--- config.mk ---
export PLATFORM = sky130hd
export DESIGN_NAME = adc_dual_capture
export DESIGN_NICKNAME = d
export VERILOG_FILES = /design/src/rtl/adc_cap_pkg.sv /design/src/rtl/adc_cap_lane.sv /design/src/rtl/adc_cap_blank.sv /design/src/rtl/adc_cap_index.sv /design/src/rtl/adc_dual_capture.sv
export SDC_FILE = /design/constraint.sdc
export NUM_CORES = 1
export LEC_CHECK = 0
export BUFFER_PORTS_ARGS = -buffer_cell sky130_fd_sc_hd__buf_4
export CAP_MARGIN = 40
export CORE_MARGIN = 2
export CORE_UTILIZATION = 40
export DETAILED_ROUTE_END_ITERATION = 6
export PLACE_DENSITY = 0.64
export SLEW_MARGIN = 5
export SYNTH_ARGS = -nofsm -noshare
export SYNTH_HDL_FRONTEND = slang
export SYNTH_SLANG_ARGS = --single-unit
--- constraint.sdc ---
create_clock -name clk -period 5.2 [get_ports clk]
set_input_delay 0 -clock clk [delete_from_list [all_inputs] [get_ports clk]]
set_output_delay 0 -clock clk [all_outputs]
set_load 0.05 [all_outputs]
--- src/rtl/adc_cap_pkg.sv ---
package adc_cap_pkg;

    typedef enum logic {
        FMT_OFFSET = 1'b0,
        FMT_TWOS   = 1'b1
    } fmt_e;

    localparam int unsigned DEF_CODE_W   = 8;
    localparam int unsigned DEF_IDX_W    = 32;
    localparam int unsigned DEF_LATENCY  = 6;
    localparam int unsigned DEF_BLANK    = 20;
    localparam int unsigned DEF_STALL    = 64;

endpackage

--- src/rtl/adc_cap_lane.sv ---
module adc_cap_lane
    import adc_cap_pkg::*;
#(
    parameter int unsigned DW = DEF_CODE_W
) (
    input  logic          clk,
    input  logic          rst_n,
    input  logic          stb,
    input  fmt_e          fmt,
    input  logic [DW-1:0] code,
    output logic [DW-1:0] word
);

    typedef struct packed {
        logic [DW-1:0] word;
    } lane_st_t;

    lane_st_t st_d, st_q;

    always_comb begin
        st_d = st_q;
        if (stb) begin
            if (fmt == FMT_TWOS) begin
                st_d.word = {~code[DW-1], code[DW-2:0]};
            end else begin
                st_d.word = code;
            end
        end
    end

    always_ff @(posedge clk) begin
        if (!rst_n) begin
            st_q <= '0;
        end else begin
            st_q <= st_d;
        end
    end

    assign word = st_q.word;

    // sign bit flipped relative to the sampled code
    p_twos_msb_r6: assert property (@(posedge clk) disable iff (!rst_n)
        (stb && fmt == FMT_TWOS) |=> (word[DW-1] != $past(code[DW-1])));

    // offset mode passes the code through
    p_offset_pass_r5: assert property (@(posedge clk) disable iff (!rst_n)
        (stb && fmt == FMT_OFFSET) |=> (word == $past(code)));

    // lower bits never altered
    p_low_bits_r6: assert property (@(posedge clk) disable iff (!rst_n)
        stb |=> (word[DW-2:0] == $past(code[DW-2:0])));

endmodule

--- src/rtl/adc_cap_blank.sv ---
module adc_cap_blank
    import adc_cap_pkg::*;
#(
    parameter int unsigned BLANK       = DEF_BLANK,
    parameter int unsigned STALL_LIMIT = DEF_STALL
) (
    input  logic clk,
    input  logic rst_n,
    input  logic stb,
    output logic keep
);

    localparam int unsigned BW = $clog2(BLANK + 1);
    localparam int unsigned SW = $clog2(STALL_LIMIT + 1);
    localparam logic [BW-1:0] BLANK_V = BW'(BLANK);
    localparam logic [SW-1:0] STALL_V = SW'(STALL_LIMIT);

    typedef struct packed {
        logic [BW-1:0] blank;
        logic [SW-1:0] idle;
    } blank_st_t;

    blank_st_t     st_d, st_q;
    logic          stall;
    logic [BW-1:0] base;

    always_comb begin
        st_d  = st_q;
        stall = (st_q.idle == STALL_V);
        base  = stall ? '0 : st_q.blank;
        keep  = stb && !stall && (st_q.blank == BLANK_V);
        if (stb && (base != BLANK_V)) begin
            st_d.blank = base + 1'b1;
        end else begin
            st_d.blank = base;
        end
        if (stb) begin
            st_d.idle = '0;
        end else if (!stall) begin
            st_d.idle = st_q.idle + 1'b1;
        end
    end

    always_ff @(posedge clk) begin
        if (!rst_n) begin
            st_q <= '0;
        end else begin
            st_q <= st_d;
        end
    end

    // idle counter saturates at the stall limit
    p_idle_bound_r7: assert property (@(posedge clk) disable iff (!rst_n)
        st_q.idle <= STALL_V);

    // discard count never exceeds its target
    p_blank_bound_r3: assert property (@(posedge clk) disable iff (!rst_n)
        st_q.blank <= BLANK_V);

    // a stall with no strobe leaves the discard count at zero
    p_stall_clears_r7: assert property (@(posedge clk) disable iff (!rst_n)
        (stall && !stb) |=> (st_q.blank == '0));

endmodule

--- src/rtl/adc_cap_index.sv ---
module adc_cap_index
    import adc_cap_pkg::*;
#(
    parameter int unsigned IW      = DEF_IDX_W,
    parameter int unsigned LATENCY = DEF_LATENCY
) (
    input  logic          clk,
    input  logic          rst_n,
    input  logic          stb,
    output logic [IW-1:0] tag
);

    typedef struct packed {
        logic [IW-1:0] cnt;
    } idx_st_t;

    idx_st_t st_d, st_q;

    always_comb begin
        st_d = st_q;
        if (stb) begin
            st_d.cnt = st_q.cnt + 1'b1;
        end
        tag = st_q.cnt - IW'(LATENCY);
    end

    always_ff @(posedge clk) begin
        if (!rst_n) begin
            st_q <= '0;
        end else begin
            st_q <= st_d;
        end
    end

    // counter advances once per strobe
    p_idx_step_r4: assert property (@(posedge clk) disable iff (!rst_n)
        stb |=> (st_q.cnt == $past(st_q.cnt) + 1'b1));

    // counter is still without a strobe
    p_idx_still_r4: assert property (@(posedge clk) disable iff (!rst_n)
        !stb |=> $stable(st_q.cnt));

endmodule

--- src/rtl/adc_dual_capture.sv ---
module adc_dual_capture
    import adc_cap_pkg::*;
#(
    parameter int unsigned DW          = DEF_CODE_W,
    parameter int unsigned IW          = DEF_IDX_W,
    parameter int unsigned LATENCY     = DEF_LATENCY,
    parameter int unsigned BLANK       = DEF_BLANK,
    parameter int unsigned STALL_LIMIT = DEF_STALL
) (
    input  logic          clk,
    input  logic          rst_n,
    input  logic          smp_stb,
    input  logic [DW-1:0] i_code,
    input  logic [DW-1:0] q_code,
    input  logic          twos_mode,
    output logic          out_valid,
    output logic [DW-1:0] out_i,
    output logic [DW-1:0] out_q,
    output logic [IW-1:0] out_idx
);

    localparam int unsigned NLANE = 2;

    typedef struct packed {
        logic          valid;
        logic [IW-1:0] idx;
    } top_st_t;

    top_st_t       st_d, st_q;
    logic          keep;
    logic [IW-1:0] tag;
    fmt_e          fmt;
    logic [DW-1:0] lane_in  [NLANE];
    logic [DW-1:0] lane_out [NLANE];

    assign fmt        = fmt_e'(twos_mode);
    assign lane_in[0] = i_code;
    assign lane_in[1] = q_code;

    generate
        for (genvar g = 0; g < NLANE; g++) begin : g_lane
            adc_cap_lane #(.DW(DW)) u_lane (
                .clk   (clk),
                .rst_n (rst_n),
                .stb   (smp_stb),
                .fmt   (fmt),
                .code  (lane_in[g]),
                .word  (lane_out[g])
            );
        end
    endgenerate

    adc_cap_blank #(.BLANK(BLANK), .STALL_LIMIT(STALL_LIMIT)) u_blank (
        .clk   (clk),
        .rst_n (rst_n),
        .stb   (smp_stb),
        .keep  (keep)
    );

    adc_cap_index #(.IW(IW), .LATENCY(LATENCY)) u_index (
        .clk   (clk),
        .rst_n (rst_n),
        .stb   (smp_stb),
        .tag   (tag)
    );

    always_comb begin
        st_d       = st_q;
        st_d.valid = keep;
        if (smp_stb) begin
            st_d.idx = tag;
        end
    end

    always_ff @(posedge clk) begin
        if (!rst_n) begin
            st_q <= '0;
        end else begin
            st_q <= st_d;
        end
    end

    assign out_valid = st_q.valid;
    assign out_idx   = st_q.idx;
    assign out_i     = lane_out[0];
    assign out_q     = lane_out[1];

    // a kept word always stems from a strobe one edge earlier
    p_valid_from_stb_r2: assert property (@(posedge clk) disable iff (!rst_n)
        out_valid |-> $past(smp_stb));

    // outputs hold between strobes
    p_hold_r9: assert property (@(posedge clk) disable iff (!rst_n)
        !smp_stb |=> ($stable(out_i) && $stable(out_q) && $stable(out_idx)));

    // no valid after a strobe-free cycle
    p_no_valid_idle_r2: assert property (@(posedge clk) disable iff (!rst_n)
        !smp_stb |=> !out_valid);

endmodule

# Word level (Yosys, flattened, before mapping)
# Index checks and enable logic that the tools add are counted.
[word_totals]
register_bits = 93
inputBits = 20
out_inout_bits = 49
wordCells = 26
[classes]
add_sub_neg = 4
n_eq_ne = 3
mux = 4
n_bitwise = 3
n_reduce_logical = 5
[op_table]
columns = ["operator", "n"]
rows = [
  ["adder 32 x 1 -> 32 bit, second input constant", 1],
  ["subtractor 32 x 3 -> 32 bit, second input constant", 1],
  ["2-to-1 mux 8 bit", 2],
  ["2-to-1 mux 5 bit", 2],
  ["adder 7 x 1 -> 7 bit, second input constant", 1],
  ["equality test 7 bit, second input constant", 1],
  ["adder 5 x 1 -> 5 bit, second input constant", 1],
  ["equality test 5 bit, second input constant", 1],
  ["inequality test 5 bit, second input constant", 1],
  ["logical AND 1 bit", 3],
  ["NOT 1 bit", 3],
  ["OR reduction 2 bit", 1],
  ["zero test 1 bit", 1],
]

# Depth between registers and ports, before layout
[logic_depth]
word_depth = 5
ltp_mapped = 11
depth_no_buf = 10

# Cells and area by module
# Synthesis repeated with hierarchy kept, for this count alone.
[unflattened]
cells_unflattened = 504
hier_area_um2 = 4677.0
[by_module_without_submodules]
columns = ["mod", "instances", "cells_per_inst", "area_each_um2"]
rows = [
  ["adc_cap_index", 1, 265, 2103.3],
  ["adc_dual_capture", 1, 105, 1270.0],
  ["adc_cap_blank", 1, 82, 695.7],
  ["adc_cap_lane", 2, 26, 304.0],
]

# Worst setup path before layout
# OpenSTA, ideal clock, no wires.
[synth_timing]
kind = "register -> register"
startpoint = "register u_blank.st_q[2] (netlist name)"
endpoint = "register u_blank.st_q[7] (netlist name)"
setup_ns = 0.132
t_arrival_ns = 2.000
required_ns = 5.068
slack_ns = 3.068
path_stages_with_launch = 9
n_path_buf = 1
synth_period_minus_slack_ns = 2.132
cell_sequence = "dfxtp_1 or4b_1 or2_2 clkbuf_1 nand2_1 ha_1 nand3_1 o311ai_0 a21oi_1"
[synth_between]
elab_chain_len = 5
word_cells_on_any_way = 6
classes_between = "add/sub: 1; eq/ne: 2; mux: 2; reduce/logical: 1"
[synth_lines]
columns = ["element", "line", "source"]
rows = [
  ["from (decl)", "adc_cap_blank.sv:23", "blank_st_t st_d, st_q;"],
  ["from (signal assigned)", "adc_cap_blank.sv:48", "st_q <= st_d;"],
  ["equality test 7 bit (*)", "adc_cap_blank.sv:29", "stall = (st_q.idle == STALL_V);"],
  ["2-to-1 mux 5 bit (*)", "adc_cap_blank.sv:30", "base = stall ? '0 : st_q.blank;"],
  ["parallel branches: the longest is 2 deep, another holds adder 5 x 1 -> 5 bit", "-", ""],
  ["2-to-1 mux 5 bit (*)", "adc_cap_blank.sv:32", "if (stb && (base != BLANK_V)) begin"],
]
# Mark *: on every way between the ends.
# A chain may end at the register's enable or synchronous reset.

# Final worst setup path
[layout_timing]
startpoint = "register u_index.st_q[5] (netlist name)"
endpoint = "register st_q, in the netlist out_idx[24]"
[layout_between]
elab_chain_len = 1
[layout_lines]
columns = ["element", "line", "source"]
rows = [
  ["from (decl)", "adc_cap_index.sv:17", "idx_st_t st_d, st_q;"],
  ["from (signal assigned)", "adc_cap_index.sv:31", "st_q <= st_d;"],
  ["subtractor 32 x 3 -> 32 bit", "adc_cap_index.sv:24", "tag = st_q.cnt - IW'(LATENCY);"],
  ["to (signal assigned)", "adc_dual_capture.sv:79", "st_q <= st_d;"],
  ["to (decl)", "adc_dual_capture.sv:29", "top_st_t st_d, st_q;"],
]
# Every way passes these cells.

==> results.yml <==
floorplanning:
  fp.dieH_um: 110.6
  pin_count: 69
  dieWidth_um: 110.6
  rows: 38
  core_region_area_um2: 10980
  initial_utilization_pct: 41.36
  fp.dieArea_um2: 12230
sta:
  tns_ps: 0
  fin_crit_sh_pct: 50.05
  worst_clock_skew_ps: 7.924
  min_period_ps: 2603
  final.setup.worst_slack_ps: 2597
  hold_viol: 0
  drv_slew: 0
  finalSetupViolCount: 0
  maxSlewHeadroom_pct: 40.32
  max_freq_mhz: 384.2
  rsz0062_at_grt: "false"
  tightest_slew_ps: 895.2
synth:
  synth_edf_count: 0
  synthTopCellsByArea: "dfxtp_1 41%, nor2_1 4.8%, mux2i_1 4.4%"
  yosys_warnings: 0
  syn_area_per_cell_um2: 8.604
  syn_area_um2: 4543
  ys_ff_latch: 93
  synth_fp_nets: 554
  synth_largest_area_cell: "dfxtp_1"
  yosysMostFrequentCell: "dfxtp_1"
  synth_top_cell_area_share_pct: 40.98
  synth-seq-area-share_pct: 40.98
  netlist_instances: 528
  synth_common_cells: "93 x dfxtp_1, 58 x nor2_1, 35 x nand2_1"
  synth_cell_type_count: 59
  postSynth.asyncResetShare_pct: 0
  ys.flop_type: "dfxtp_1"
finish:
  nNetsFinal: 603
  drive_gt1_share_pct: 16.70
  antenna_cells: 0
  fin_cells: 721
  syn2layout_area_growth_pct: 19.86
  final_util_pct: 49.58
  nFillCells: 1031
worst_setup_path:
  cp_data_arrival_time_ps: 2870
  end_kind: "flip-flop"
  cp_slowest_cell: "nand4_1"
  critPathKind: "flip-flop to flip-flop"
  cp.required_ps: 5470
  cpPeakStageDelay_ps: 720
  worstPathCellList: "nor3_2 -> nand4_1 -> or4_1 -> a31oi_1"
  cp_max_fo: 16
  worst_setup_path_start_kind: "flip-flop"
power_and_ir_drop:
  finalPower_mw: 1.638
  p_leak_nw: 2.271
  peakVddDrop_uv: 252.1
  pwr_density_cell_nw_per_um2: 300.8
global_route:
  grtUsageTotal_pct: 17.98
  antenna_found_initial: 0
  grt_max_degree: 88
  gr-total-overflow: 0
  grt_pass1_vias: 3793
  grt_pass1_wl_um: 18500
place:
  port_buffers: 68
  pre_cts_ws_ps: 2524
  routabilityCongestion: 0.8185
  post-dp-hpwl_um: 6950
  placed_cells: 688
drt:
  drt-met1-wl_um: 5065
  vias: 3962
  ant_nets: 0
  wl_per_cell_um: 14.95
  met3WireLength_um: 399
  detail_route.iter0.violations: 204
  wl_met2_um: 5152
  wl_um: 10780
  drc: 0
  first_pass_iters: 4
  top_layer: "met4"
  viasPerCell: 5.495
clock_network:
  tritoncts: "built"
  numCtsBuffers: 9
  cts_hold_buf: 18
  clock_sinks: 93
  cts-resized-gates: 0
  cts_buffer_depth: 2
  cts_setup_buffers: 0
  clk_latency_ps: 340
  cts.htree.levels: 3
  root_buffer: "clkbuf_16"
  cts.reportedPaths.clkPinSlew_ps: 60
worst_hold_path:
  hp-class: "primary input to flip-flop"
status:
  status: "finished, final reports clean"
run:
  maxCapViolations: 0
-- final timing paths --
| check | start | to | slack, ps | depth (start not counted) |
|---|---|---|---|---|
| setup reg to reg | u_index.st_q[5]$_SDFFE_PN0P_ | out_idx[24]$_SDFFE_PN0P_ | 2600 | 4 |
| setup / recovery | u_index.st_q[5]$_SDFFE_PN0P_ | out_idx[24]$_SDFFE_PN0P_ | 2600 | 4 |
| hold reg to reg | u_index.st_q[31]$_SDFFE_PN0P_ | u_index.st_q[31]$_SDFFE_PN0P_ | 480 | 2 |
| hold / removal | rst_n | out_idx[15]$_SDFFE_PN0P_ | 70 | 3 |
-- stage by stage --
| step | hold WS (ps) | area (um2) |
|---|---|---|
| after floorplan | 147.3 | 4543 |
| after global placement | 235.8 | 4972 |
| after detailed placement | 242.2 | 4972 |
| after CTS | 48.64 | 5445 |
| after global routing | 70.02 | 5445 |
| final | 66.53 | 5445 |
-- cell type report --
class	instances	area [um2]	area share (%)
multi-input combinational	373	2369	43.50
sequential	93	1862	34.19
timing repair buffer	87	698.2	12.82
clock buffer	12	246.5	4.527
tap	140	175.2	3.217
inverter	13	48.80	0.8961
clock inverter	3	46.29	0.8502
-- critical path, delay by kind of cell (launching register included) --
| kind | cells | cell delay, ps |
|---|---|---|
| simple gates | 3 | 1990 |
| compound gates | 1 | 160 |
| flops | 1 | 390 |
-- logic make-up after synthesis --
group | Yosys count | share of synthesized area, %
flops | 93 | 40.98
simple gates | 204 | 24.62
fa+ha+maj | 6 | 1.652
mux | 20 | 4.406
xor+xnor | 29 | 5.591
compound gates | 114 | 15.86
buf+inv | 62 | 6.885
-- routing by layer --
metal  vias up  GRT usage (%)
met5         -              0
met4         0          6.500
met3        12          3.897
met2        74          29.33
met1      1860          23.46
li1       2016              -
-- registers in the layout, indices dropped and copies added, names as in the netlist --
signal,count
g_lane.u_lane.word,16
u_blank.st_q,12
out_idx,32
out_valid,1
u_index.st_q,32
-- cells in the final DEF (no fill, tap or decap), drive strengths merged, types with 15 or more instances in the layout --
cell type    instances
a21oi               29
buf                 69
dfxtp               93
dlygate4sd3         18
mux2i               20
nand2               35
nand3               18
nor2                58
o21ai               30
o31ai               17
or4                 26
xnor2               15
-- power breakdown --
group / internal [mW] / switching, mW
combinational: 0.0778 / 0.150
clock: 0.384 / 0.265
sequential: 0.742 / 0.0188
Note: power is estimated with default switching activity, not from simulation.
